[src/rtl/tcal_pkg.sv]
package tcal_pkg;
  localparam int TCAL_W     = 32;
  localparam int TCAL_PT_LO = 30;
  localparam int TCAL_PT_HI = 120;

  typedef logic signed [TCAL_W-1:0] tcal_word_t;

  typedef enum logic [2:0] {
    ST_IDLE,
    ST_CAL_SET,
    ST_CAL_DIV,
    ST_CAL_FIN,
    ST_C2T_DIV,
    ST_C2T_DECI,
    ST_T2C_DIV,
    ST_DONE
  } tcal_state_e;

  // Symmetric rounding bias: push the numerator away from zero by half a slope.
  function automatic tcal_word_t tcal_bias(tcal_word_t num, tcal_word_t slope);
    tcal_word_t half;
    half = slope / tcal_word_t'(2);
    if (num > 0)      return num + half;
    else if (num < 0) return num - half;
    else              return '0;
  endfunction

  function automatic tcal_word_t tcal_clamp(tcal_word_t v, tcal_word_t lo, tcal_word_t hi);
    if (v < lo)      return lo;
    else if (v > hi) return hi;
    else             return v;
  endfunction
endpackage

[src/rtl/tcal_rdiv.sv]
module tcal_rdiv #(
  parameter int DW = 32
) (
  input  logic                 clk,
  input  logic                 rst_n,
  input  logic                 start,
  input  logic signed [DW-1:0] num,
  input  logic signed [DW-1:0] den,
  output logic                 run,
  output logic                 valid,
  output logic signed [DW-1:0] quot
);
  localparam int CNTW = $clog2(DW + 1);

  logic [DW-1:0]   q;
  logic [DW-1:0]   rem;
  logic [DW-1:0]   dmag;
  logic            neg;
  logic [CNTW-1:0] cnt;
  logic [DW-1:0]   nmag_in;
  logic [DW-1:0]   dmag_in;
  logic [DW:0]     shifted;
  logic [DW:0]     trial;

  assign nmag_in = num[DW-1] ? $unsigned(-num) : $unsigned(num);
  assign dmag_in = den[DW-1] ? $unsigned(-den) : $unsigned(den);
  assign shifted = {rem, q[DW-1]};
  assign trial   = shifted - {1'b0, dmag};
  assign quot    = neg ? -$signed(q) : $signed(q);

  always_ff @(posedge clk or negedge rst_n) begin
    if (!rst_n) begin
      q <= '0; rem <= '0; dmag <= '0; neg <= 1'b0;
      cnt <= '0; run <= 1'b0; valid <= 1'b0;
    end else begin
      valid <= 1'b0;
      if (start) begin
        q    <= nmag_in;
        dmag <= dmag_in;
        rem  <= '0;
        neg  <= num[DW-1] ^ den[DW-1];
        cnt  <= CNTW'(DW);
        run  <= 1'b1;
      end else if (run) begin
        if (!trial[DW]) begin
          rem <= trial[DW-1:0];
          q   <= {q[DW-2:0], 1'b1};
        end else begin
          rem <= shifted[DW-1:0];
          q   <= {q[DW-2:0], 1'b0};
        end
        cnt <= cnt - CNTW'(1);
        if (cnt == CNTW'(1)) begin
          run   <= 1'b0;
          valid <= 1'b1;
        end
      end
    end
  end

  // the divider reports completion for a single cycle only
  assert_div_valid_pulse_R7: assert property (@(posedge clk) disable iff (!rst_n)
    valid |=> !valid);
  // a new division never starts over one in flight
  assert_div_no_restart_R7: assert property (@(posedge clk) disable iff (!rst_n)
    start |-> !run);
endmodule

[src/rtl/tcal_deci.sv]
module tcal_deci import tcal_pkg::*; #(
  parameter int CW = 10
) (
  input  logic [CW-1:0] field,
  output tcal_word_t    mc
);
  localparam tcal_word_t HUNDRED = tcal_word_t'(100);
  tcal_word_t sext;

  assign sext = {{(TCAL_W-CW){field[CW-1]}}, field};
  assign mc   = sext * HUNDRED;
endmodule

[src/rtl/tcal_conv_unit.sv]
module tcal_conv_unit import tcal_pkg::*; #(
  parameter int CW        = 10,
  parameter int TW        = 16,
  parameter int SCALE     = 1000,
  parameter int DEF_SLOPE = 3200,
  parameter int CODE_MIN  = 5,
  parameter int CODE_MAX  = 1000
) (
  input  logic                 clk,
  input  logic                 rst_n,
  input  logic                 cal_req,
  input  logic                 cal_two_pt,
  input  logic [CW-1:0]        cal_code_lo,
  input  logic [CW-1:0]        cal_code_hi,
  input  logic                 c2t_req,
  input  logic                 c2t_deci,
  input  logic [CW-1:0]        code_in,
  input  logic                 t2c_req,
  input  logic signed [TW-1:0] degc_in,
  output logic                 busy,
  output logic                 done,
  output logic signed [31:0]   temp_mc,
  output logic [CW-1:0]        code_out,
  output logic signed [31:0]   slope_out,
  output logic signed [31:0]   offset_out,
  output logic                 cal_err
);
  localparam tcal_word_t SCALE_W = tcal_word_t'(SCALE);
  localparam tcal_word_t DEF_W   = tcal_word_t'(DEF_SLOPE);
  localparam tcal_word_t LO_W    = tcal_word_t'(CODE_MIN);
  localparam tcal_word_t HI_W    = tcal_word_t'(CODE_MAX);
  localparam tcal_word_t PTLO_W  = tcal_word_t'(TCAL_PT_LO);
  localparam tcal_word_t SPAN_W  = tcal_word_t'(TCAL_PT_HI - TCAL_PT_LO);
  localparam tcal_word_t MILLI_W = tcal_word_t'(1000);

  tcal_state_e   st;
  tcal_word_t    slope_q, offset_q, temp_q;
  logic [CW-1:0] code_q, c1_lat, code_lat;
  logic          err_q;

  // Named events for assertions and readability
  logic acc_cal, acc_c2t, acc_t2c, idle;
  logic div_start, div_run, div_valid;
  tcal_word_t div_num, div_den, div_quot, clamp_v, deci_mc;
  tcal_word_t lo_s, hi_s, cin_s, c1_s, deg_s;

  assign idle    = (st == ST_IDLE);
  assign acc_cal = idle && cal_req;
  assign acc_c2t = idle && !cal_req && c2t_req && !err_q;
  assign acc_t2c = idle && !cal_req && !c2t_req && t2c_req && !err_q;

  assign lo_s  = tcal_word_t'(cal_code_lo);
  assign hi_s  = tcal_word_t'(cal_code_hi);
  assign cin_s = tcal_word_t'(code_in);
  assign c1_s  = tcal_word_t'(c1_lat);
  assign deg_s = {{(TCAL_W-TW){degc_in[TW-1]}}, degc_in};

  always_comb begin
    div_num = '0;
    div_den = SCALE_W;
    if (acc_cal) begin
      div_num = (hi_s - lo_s) * SCALE_W;
      div_den = SPAN_W;
    end else if (acc_c2t) begin
      div_num = tcal_bias(cin_s * SCALE_W - offset_q, slope_q);
      div_den = slope_q;
    end else if (acc_t2c) begin
      div_num = deg_s * slope_q + offset_q;
      div_den = SCALE_W;
    end
  end

  assign div_start = (acc_cal && cal_two_pt) || (acc_c2t && !c2t_deci) || acc_t2c;
  assign clamp_v   = tcal_clamp(div_quot, LO_W, HI_W);

  tcal_rdiv #(.DW(TCAL_W)) u_div (
    .clk(clk), .rst_n(rst_n), .start(div_start),
    .num(div_num), .den(div_den),
    .run(div_run), .valid(div_valid), .quot(div_quot)
  );

  tcal_deci #(.CW(CW)) u_deci (
    .field(code_lat), .mc(deci_mc)
  );

  always_ff @(posedge clk or negedge rst_n) begin
    if (!rst_n) begin
      st       <= ST_IDLE;
      slope_q  <= DEF_W;
      offset_q <= '0;
      temp_q   <= '0;
      code_q   <= LO_W[CW-1:0];
      err_q    <= 1'b0;
      c1_lat   <= '0;
      code_lat <= '0;
    end else begin
      case (st)
        ST_IDLE: begin
          if (acc_cal) begin
            c1_lat <= cal_code_lo;
            st     <= cal_two_pt ? ST_CAL_DIV : ST_CAL_SET;
          end else if (acc_c2t) begin
            code_lat <= code_in;
            st       <= c2t_deci ? ST_C2T_DECI : ST_C2T_DIV;
          end else if (acc_t2c) begin
            st <= ST_T2C_DIV;
          end
        end
        ST_CAL_SET: begin
          slope_q <= DEF_W;
          st      <= ST_CAL_FIN;
        end
        ST_CAL_DIV: if (div_valid) begin
          slope_q <= div_quot;
          st      <= ST_CAL_FIN;
        end
        ST_CAL_FIN: begin
          offset_q <= c1_s * SCALE_W - PTLO_W * slope_q;
          err_q    <= (slope_q == '0);
          st       <= ST_DONE;
        end
        ST_C2T_DECI: begin
          temp_q <= deci_mc;
          st     <= ST_DONE;
        end
        ST_C2T_DIV: if (div_valid) begin
          temp_q <= div_quot * MILLI_W;
          st     <= ST_DONE;
        end
        ST_T2C_DIV: if (div_valid) begin
          code_q <= clamp_v[CW-1:0];
          st     <= ST_DONE;
        end
        ST_DONE: st <= ST_IDLE;
        default: st <= ST_IDLE;
      endcase
    end
  end

  assign busy       = !idle;
  assign done       = (st == ST_DONE);
  assign temp_mc    = temp_q;
  assign code_out   = code_q;
  assign slope_out  = slope_q;
  assign offset_out = offset_q;
  assign cal_err    = err_q;

  // completion strobe lasts one cycle
  assert_done_pulse_R7: assert property (@(posedge clk) disable iff (!rst_n)
    done |=> !done);
  // results only move while an operation is in flight
  assert_results_hold_idle_R7: assert property (@(posedge clk) disable iff (!rst_n)
    !busy |=> ($stable(slope_q) && $stable(offset_q) && $stable(temp_q) && $stable(code_q)));
  // the reverse result never leaves the clamp window
  assert_code_window_R6: assert property (@(posedge clk) disable iff (!rst_n)
    (int'(code_out) >= CODE_MIN) && (int'(code_out) <= CODE_MAX));
  // a conversion request under the error flag is refused
  assert_refuse_on_err_R9: assert property (@(posedge clk) disable iff (!rst_n)
    (!busy && cal_err && !cal_req && (c2t_req || t2c_req)) |=> !busy);
  // the error flag follows the slope value
  assert_err_rise_zero_slope_R9: assert property (@(posedge clk) disable iff (!rst_n)
    $rose(cal_err) |-> (slope_q == '0));
  assert_err_fall_nonzero_R9: assert property (@(posedge clk) disable iff (!rst_n)
    $fell(cal_err) |-> (slope_q != '0));
  // simultaneous calibration and conversion requests pick calibration
  assert_cal_first_R8: assert property (@(posedge clk) disable iff (!rst_n)
    (idle && cal_req && (c2t_req || t2c_req)) |=> (st == ST_CAL_DIV || st == ST_CAL_SET));
endmodule

[config.mk]
export PLATFORM = sky130hd
export DESIGN_NAME = tcal_conv_unit
export DESIGN_NICKNAME = d
export VERILOG_FILES = /design/src/rtl/tcal_pkg.sv /design/src/rtl/tcal_rdiv.sv /design/src/rtl/tcal_deci.sv /design/src/rtl/tcal_conv_unit.sv
export SDC_FILE = /design/constraint.sdc
export NUM_CORES = 2
export LEC_CHECK = 0
export ABC_AREA = 1
export BUFFER_PORTS_ARGS = -buffer_cell sky130_fd_sc_hd__buf_2
export CAP_MARGIN = 20
export CORE_ASPECT_RATIO = 0.5
export CORE_MARGIN = 5
export CORE_UTILIZATION = 54
export CTS_BUF_LIST = sky130_fd_sc_hd__clkbuf_4
export DETAILED_ROUTE_END_ITERATION = 16
export GPL_TIMING_DRIVEN = 0
export PLACE_DENSITY_LB_ADDON = 0.08
export SLEW_MARGIN = 20
export SYNTH_ARGS = -nofsm -noshare
export SYNTH_HDL_FRONTEND = slang
export SYNTH_SLANG_ARGS = --single-unit
[constraint.sdc]
create_clock -name clk -period 8.3 [get_ports clk]
set_clock_uncertainty 0.15 [all_clocks]
set_input_delay 0.415 -clock clk [delete_from_list [all_inputs] [get_ports clk]]
set_output_delay 0.415 -clock clk [all_outputs]
set_load 0.05 [all_outputs]
Yosys cells after proc, flatten, opt, wreduce, memory -nomap -nowiden
Index checks and enable logic that the tools add are counted.

Flip-flop bits (word level): 235. Bits of input ports: 53. Output and inout port bits: 109. Logic and storage cells: 120.

$add $sub $neg: 12. Multipliers: 7. $lt $le $gt $ge: 4. Equality and inequality tests: 12. Mux-type cells: 38. Bitwise logic cells: 3. Reduce and logical (&&, ||, !) cells: 29.

Operators with widths (count): two-way mux 32 bit (17); case mux 32 bit (2 select lines) (2); negator 32 bit (3); adder 32 bit (2); subtractor 21 x 32 -> 32 bit (2); multiplier 10 x 7 -> 17 bit, second input constant (2); subtractor 33 x 32 -> 33 bit (1); adder 32 x 1 -> 32 bit (1); greater-than comparator 32 x 1 -> 1 bit, second input constant (1); greater-than comparator 32 x 11 -> 1 bit, second input constant (1); zero test 32 bit (1); less-than comparator 32 x 1 -> 1 bit, second input constant (1); less-than comparator 32 x 4 -> 1 bit, second input constant (1); multiplier 16 x 32 -> 32 bit (1); multiplier 32 x 8 -> 29 bit, second input constant (1); multiplier 5 x 32 -> 31 bit, first input constant (1); subtractor 32 bit (1); two-way mux 10 bit (2); multiplier 11 x 8 -> 19 bit, second input constant (1); case mux 3 bit (6 select lines) (1); multiplier 10 x 6 -> 16 bit, second input constant (1); two-way mux 3 bit (5); equality test 3 bit, second input constant (4); two-way mux 6 bit (2); 20 further kinds (50).

Longest topological paths before layout
Depth after elaboration: 11. Gate-level depth with buffers: 56. Gate-level depth less buffers: 55.

By module
Synthesis repeated with hierarchy kept, for this count alone.

Cell total of the unflattened synthesis: 6945. Area, all modules: 49810.3 um^2.

Modules (own cells, without submodules): tcal_conv_unit (instances 1, cells each 5118, area each 38788.5 um^2, seq. area each 3234.4 um^2); tcal_rdiv (instances 1, cells each 1664, area each 9850.7 um^2, seq. area each 2627.5 um^2); tcal_deci (instances 1, cells each 163, area each 1171.1 um^2, seq. area each 0.0 um^2).

Least setup slack after synthesis
Ideal clock, no wire load.

Path kind: input port to flip-flop. Start: input code_in[0]. End: register u_div.q[4]. Setup time: 0.142 ns. Arrival time: 7.558 ns. Required time: 8.008 ns. Path slack: 0.449 ns. Cell stages on the path: 52. Buffers on the path: 2. Path through: fa_1 xor2_1 ha_1 inv_1 fa_1 fa_1 inv_1 ha_1 a21oi_1 o21bai_1 a21oi_1 o21bai_1 a21o_1 a21oi_1 inv_1 a21oi_1 o21bai_1 a21oi_1 [... 16 more ...] a21oi_1 o221ai_1 nand3_1 nand2_1 nand2_1 nand2_1 nand2_1 nand3b_1 or2_2 nand3_1 nand2_1 nand2_1 inv_2 buf_2 nand2_1 nand2_1 nand3_1 o221ai_1.

Longest elaborated chain between the ends: 10. Elaborated cells on any way between the ends: 13. Those cells by class: add/sub (4); mul (1); order compare (2); mux (6).

RTL lines: start: declaration (line tcal_conv_unit.sv:17) `input logic [CW-1:0] code_in,`; multiplier 10 x 7 -> 17 bit (*) (line tcal_conv_unit.sv:65) `div_num = tcal_bias(cin_s * SCALE_W - offset_q, slope_q);`; subtractor 21 x 32 -> 32 bit (*) (line tcal_conv_unit.sv:65); subtractor 32 bit / less-than comparator 32 x 1 -> 1 bit (equally long branches) (line tcal_pkg.sv:24) `else if (num < 0) return num - half;`; two-way mux 32 bit (line tcal_pkg.sv:24); two-way mux 32 bit (*) (line tcal_pkg.sv:23) `if (num > 0) return num + half;`; two-way mux 32 bit (*) (line tcal_conv_unit.sv:64) `end else if (acc_c2t) begin`; two-way mux 32 bit (*) (line tcal_conv_unit.sv:61) `if (acc_cal) begin`; negator 32 bit (line tcal_rdiv.sv:25) `assign nmag_in = num[DW-1] ? $unsigned(-num) : $unsigned(num);`; two-way mux 32 bit (*) (line tcal_rdiv.sv:25); two-way mux 32 bit (*) (line tcal_rdiv.sv:37) `if (start) begin`; end signal: assignment (line tcal_rdiv.sv:38) `q <= nmag_in;`; end signal: assignment (line tcal_rdiv.sv:47) `q <= {q[DW-2:0], 1'b1};`; end signal: assignment (line tcal_rdiv.sv:50) `q <= {q[DW-2:0], 1'b0};`; end: declaration (line tcal_rdiv.sv:15) `logic [DW-1:0] q;`.

Mark *: on every way between the ends. The rest lies on a longest branch, timed or not. A chain may end at the register's enable or synchronous reset.

Final worst setup path
Start: register slope_q[20] (netlist: slope_out[20]). End: register u_div.q[31].

Longest elaborated chain between the ends: 9. Elaborated cells on any way between the ends: 13. Those cells by class: add/sub (5); mul (1); mux (7).

RTL lines: start: declaration (line tcal_conv_unit.sv:37) `tcal_word_t slope_q, offset_q, temp_q;`; start signal: assignment (line tcal_conv_unit.sv:114) `slope_q <= div_quot;`; branches (longest 4 deep; another with multiplier 16 x 32 -> 32 bit); two-way mux 32 bit (*) (line tcal_conv_unit.sv:64); two-way mux 32 bit (*) (line tcal_conv_unit.sv:61); negator 32 bit (line tcal_rdiv.sv:25); two-way mux 32 bit (*) (line tcal_rdiv.sv:25); two-way mux 32 bit (*) (line tcal_rdiv.sv:37).

Every way passes the cells marked *.

==> run summary <==
## Timing
* worst rel slew slack: 0.170
* max frequency: 0.122 GHz
* period utilization: 0.990
* number of slew-limit violations in the final report: 0
* Min Clock Period, post-route: 8.21 ns
* Hold Fails Final Rpt: 0
* setup violators final: 0
* slew at the pin with the worst max-slew slack: 1.24 ns
* RSZ-0062 raised after global routing: yes
* setup TNS: 0 ns

## GRT
* antenna violations before repair: 4
* global-route total usage across every layer: 0.393
* vias in the first global route: 44,150
* wire length of the first global-routing pass: 277 mm
* pin count of the biggest net entering global routing: 100
* grt total ovfl: 0

## Die
* number of primary I/O pins: 162
* initial standard-cell utilization of the core: 0.543
* die area: 94,800 um2
* Core Box Area: 88,000 um2
* Die Wd: 430 um
* number of core rows: 77
* Die Height: 220 um

## Clock network
* number of buffers on the longest clock path: 3
* clock insertion delay at the later pin of the skew report: 0.96 ns
* Inserted Clock Buffers: 60
* TritonCTS clock tree: done
* root buffer cell: sky130_fd_sc_hd__clkbuf_4
* CTS sink count: 232
* maximum level of the CTS H-tree: 2
* clock input transition at the sequential cells of the worst setup and hold paths: 0.08 ns

## Final layout
* commonest non-fill, non-tap cell in the layout: sky130_fd_sc_hd__inv_1
* Sequential cell area: 5850 um2
* share of post-route cells with drive strength above 1: 0.103
* layout net count: 7,912
* leading cell types in the layout, fill and taps excluded: sky130_fd_sc_hd__inv_1 (1,382), sky130_fd_sc_hd__nand2_1 (1,343), sky130_fd_sc_hd__fa_1 (586), sky130_fd_sc_hd__ha_1 (538), sky130_fd_sc_hd__nor2_1 (331)
* area occupied by multi-input gates: 37,100 um2
* number of inserted filler cells in the final layout: 8,250
* synth-to-layout area growth: 11.1%

## Worst setup path
* Worst Setup Path Type: flip-flop to flip-flop
* most frequent CP cell: sky130_fd_sc_hd__fa_1
* max incr delay on CP: 0.80 ns
* signal arrival time at the worst endpoint: 8.95 ns
* Data required, critical path: 9.03 ns
* critical path capture point type: flip-flop
* master of the slowest instance on the critical path: sky130_fd_sc_hd__dfrtp_2
* Critical Path Fanout Max: 10
* startpoint type of the worst setup path: flip-flop

## Synthesis
* Area contributors post-synth: sky130_fd_sc_hd__fa_1 (25%), sky130_fd_sc_hd__ha_1 (15%), sky130_fd_sc_hd__dfrtp_1 (12%)
* Yosys reg bits: 232
* number of enable flip-flop cells after synthesis: 0
* number of warnings printed during yosys synthesis: 0
* Synth area leader: sky130_fd_sc_hd__fa_1
* proportion of synthesized flip-flops having asynchronous set or reset: 1.00
* Avg Inst Size Synth: 7.43 um2
* Cell Area, Synth: 47,700 um2
* post-synth cell types: 65
* number of standard cells after synthesis: 6,423
* predominant post-synthesis flop cell: sky130_fd_sc_hd__dfrtp_1
* sequential fraction of the synthesis area: 0.122
* area share of the leading cell type in the synthesized netlist: 0.246

## Outcome
* result of the run: finished, final reports clean

## Routing
* total vias in the final route: 45,421
* antenna viol nets, final: 0
* WL final: 188 mm
* Pre-antenna DRT Iters: 10
* residual DRC count: 0
* Starting DRT DRC Count: 4,831
* Via-to-Cell Ratio: 5.72
* routed wirelength normalized by instance count: 23.7 um

## Placement
* half-perimeter wire length of the detailed placement result: 158 mm
* Port Buffer Count: 151
* Final Wtd Congestion: 1.08

## Run
* count of maximum capacitance violations: 0

## Hold path
* classification of the worst-slack hold path: input pin to flip-flop

-- kinds of logic (layout without fill, tap and decap cells) --
group	count (synthesis)	count (layout)	synth area share
buffers and inverters	1620	1947	0.128
XOR/XNOR	287	287	0.0528
AO/OA/AOI/OAI	918	918	0.109
other	1	8	0.0000786
adder cells (fa/ha/maj)	1150	1150	0.394
flip-flops	232	232	0.122
AND/OR/NAND/NOR	2215	2215	0.194
-- worst max-delay path: cells and delay by family, from the launching register on --
family                     cells  cell delay [ns]
adders and majority gates      7             3.59
AOI/OAI and AO/OA              4             1.46
and+or+nand+nor               10             1.41
DFF                            1             0.80
buffers and inverters          5             0.72
-- layout make-up --
cell class	instances	area share
antenna	4	0.000189
buffer	171	0.0154
clock buffer	79	0.0112
clock inverter	27	0.00439
inverter	1431	0.102
multi-input combinational	4574	0.699
sequential	232	0.110
tap	1185	0.0280
timing repair buffer	239	0.0301
-- registers in the layout, summed over array words and instances, names as in the netlist --
name	count
slope_out	32
u_div.cnt	6
u_div.dmag	32
code_lat	10
u_div.run	1
cal_err	1
c1_lat	10
u_div.q	32
u_div.neg	1
code_out	10
st	3
u_div.rem	32
offset_out	31
temp_mc	30
u_div.valid	1
-- metal layers --
layer / routed length (um) / up-vias / track usage
met4: 8550 / 2 / 0.152
met5: 92 / - / 0
met1: 77000 / 22021 / 0.528
met2: 75900 / 2466 / 0.568
li1: - / 20520 / -
met3: 26800 / 412 / 0.160
-- synthesized netlist by cell type (8+ instances only) --
library cell	instances
sky130_fd_sc_hd__nor4_1	9
sky130_fd_sc_hd__o21a_1	14
sky130_fd_sc_hd__a31oi_1	27
sky130_fd_sc_hd__dfrtp_1	227
sky130_fd_sc_hd__o21ai_1	33
sky130_fd_sc_hd__o31ai_1	10
sky130_fd_sc_hd__xor2_1	203
sky130_fd_sc_hd__nand4_1	55
sky130_fd_sc_hd__o211ai_1	30
sky130_fd_sc_hd__o221ai_1	21
sky130_fd_sc_hd__o21ai_0	276
sky130_fd_sc_hd__clkbuf_1	150
sky130_fd_sc_hd__o21bai_1	35
sky130_fd_sc_hd__nand3b_1	19
sky130_fd_sc_hd__xnor2_1	83
sky130_fd_sc_hd__nand2_2	10
sky130_fd_sc_hd__buf_2	16
sky130_fd_sc_hd__nor2_1	353
sky130_fd_sc_hd__fa_1	587
sky130_fd_sc_hd__buf_1	17
sky130_fd_sc_hd__a21oi_1	355
sky130_fd_sc_hd__inv_1	1404
sky130_fd_sc_hd__a21boi_0	14
sky130_fd_sc_hd__ha_1	563
sky130_fd_sc_hd__nand2_1	1384
sky130_fd_sc_hd__nor2_2	16
sky130_fd_sc_hd__a21o_1	13
sky130_fd_sc_hd__or2_2	25
sky130_fd_sc_hd__nand3_1	263
sky130_fd_sc_hd__nand3_2	10
sky130_fd_sc_hd__inv_2	22
sky130_fd_sc_hd__a211oi_1	8
sky130_fd_sc_hd__o22ai_1	51
sky130_fd_sc_hd__nor3_1	48
-- worst paths after layout --
path / from / end / slack (ns) / depth (start not counted)
min in group asynchronous: rst_n / c1_lat[7] / 0.51 / 4
min: cal_req / st[2] / 0.08 / 5
max reg2reg: slope_out[20] / u_div.q[31] / 0.09 / 26
min reg2reg: temp_mc[2] / temp_mc[2] / 0.33 / 2
max: slope_out[20] / u_div.q[31] / 0.09 / 26
max in group asynchronous: rst_n / u_div.rem[9] / 6.46 / 5
-- what timing repair did --
action                     CTS  global route
hold buffers                26             0
setup buffers                8            53
gates resized for setup    137           249
pin swaps                   13            85
setup endpoints to repair   37            38
hold endpoints to repair   150             0
-- per-stage QoR --
stage / utilization / area (um2) / setup slack (ns) / instances / hold WS [ns]
after floorplan: - / 47800 / 0.449 / 6426 / -0.0306
after global placement: 0.568 / 50000 / -2.31 / 7762 / 0.315
after CTS: 0.588 / 51700 / -0.000521 / 7896 / 0.0283
after detailed placement: 0.569 / 50100 / -2.37 / 7764 / 0.180
final: 0.603 / 53000 / 0.0862 / 7942 / 0.0752
after global routing: 0.603 / 53000 / -0.126 / 7940 / 0.0735
Power is left out: the tool's default activity adds up to more than one toggle a clock period on the data nets, which glitch-free logic cannot reach.
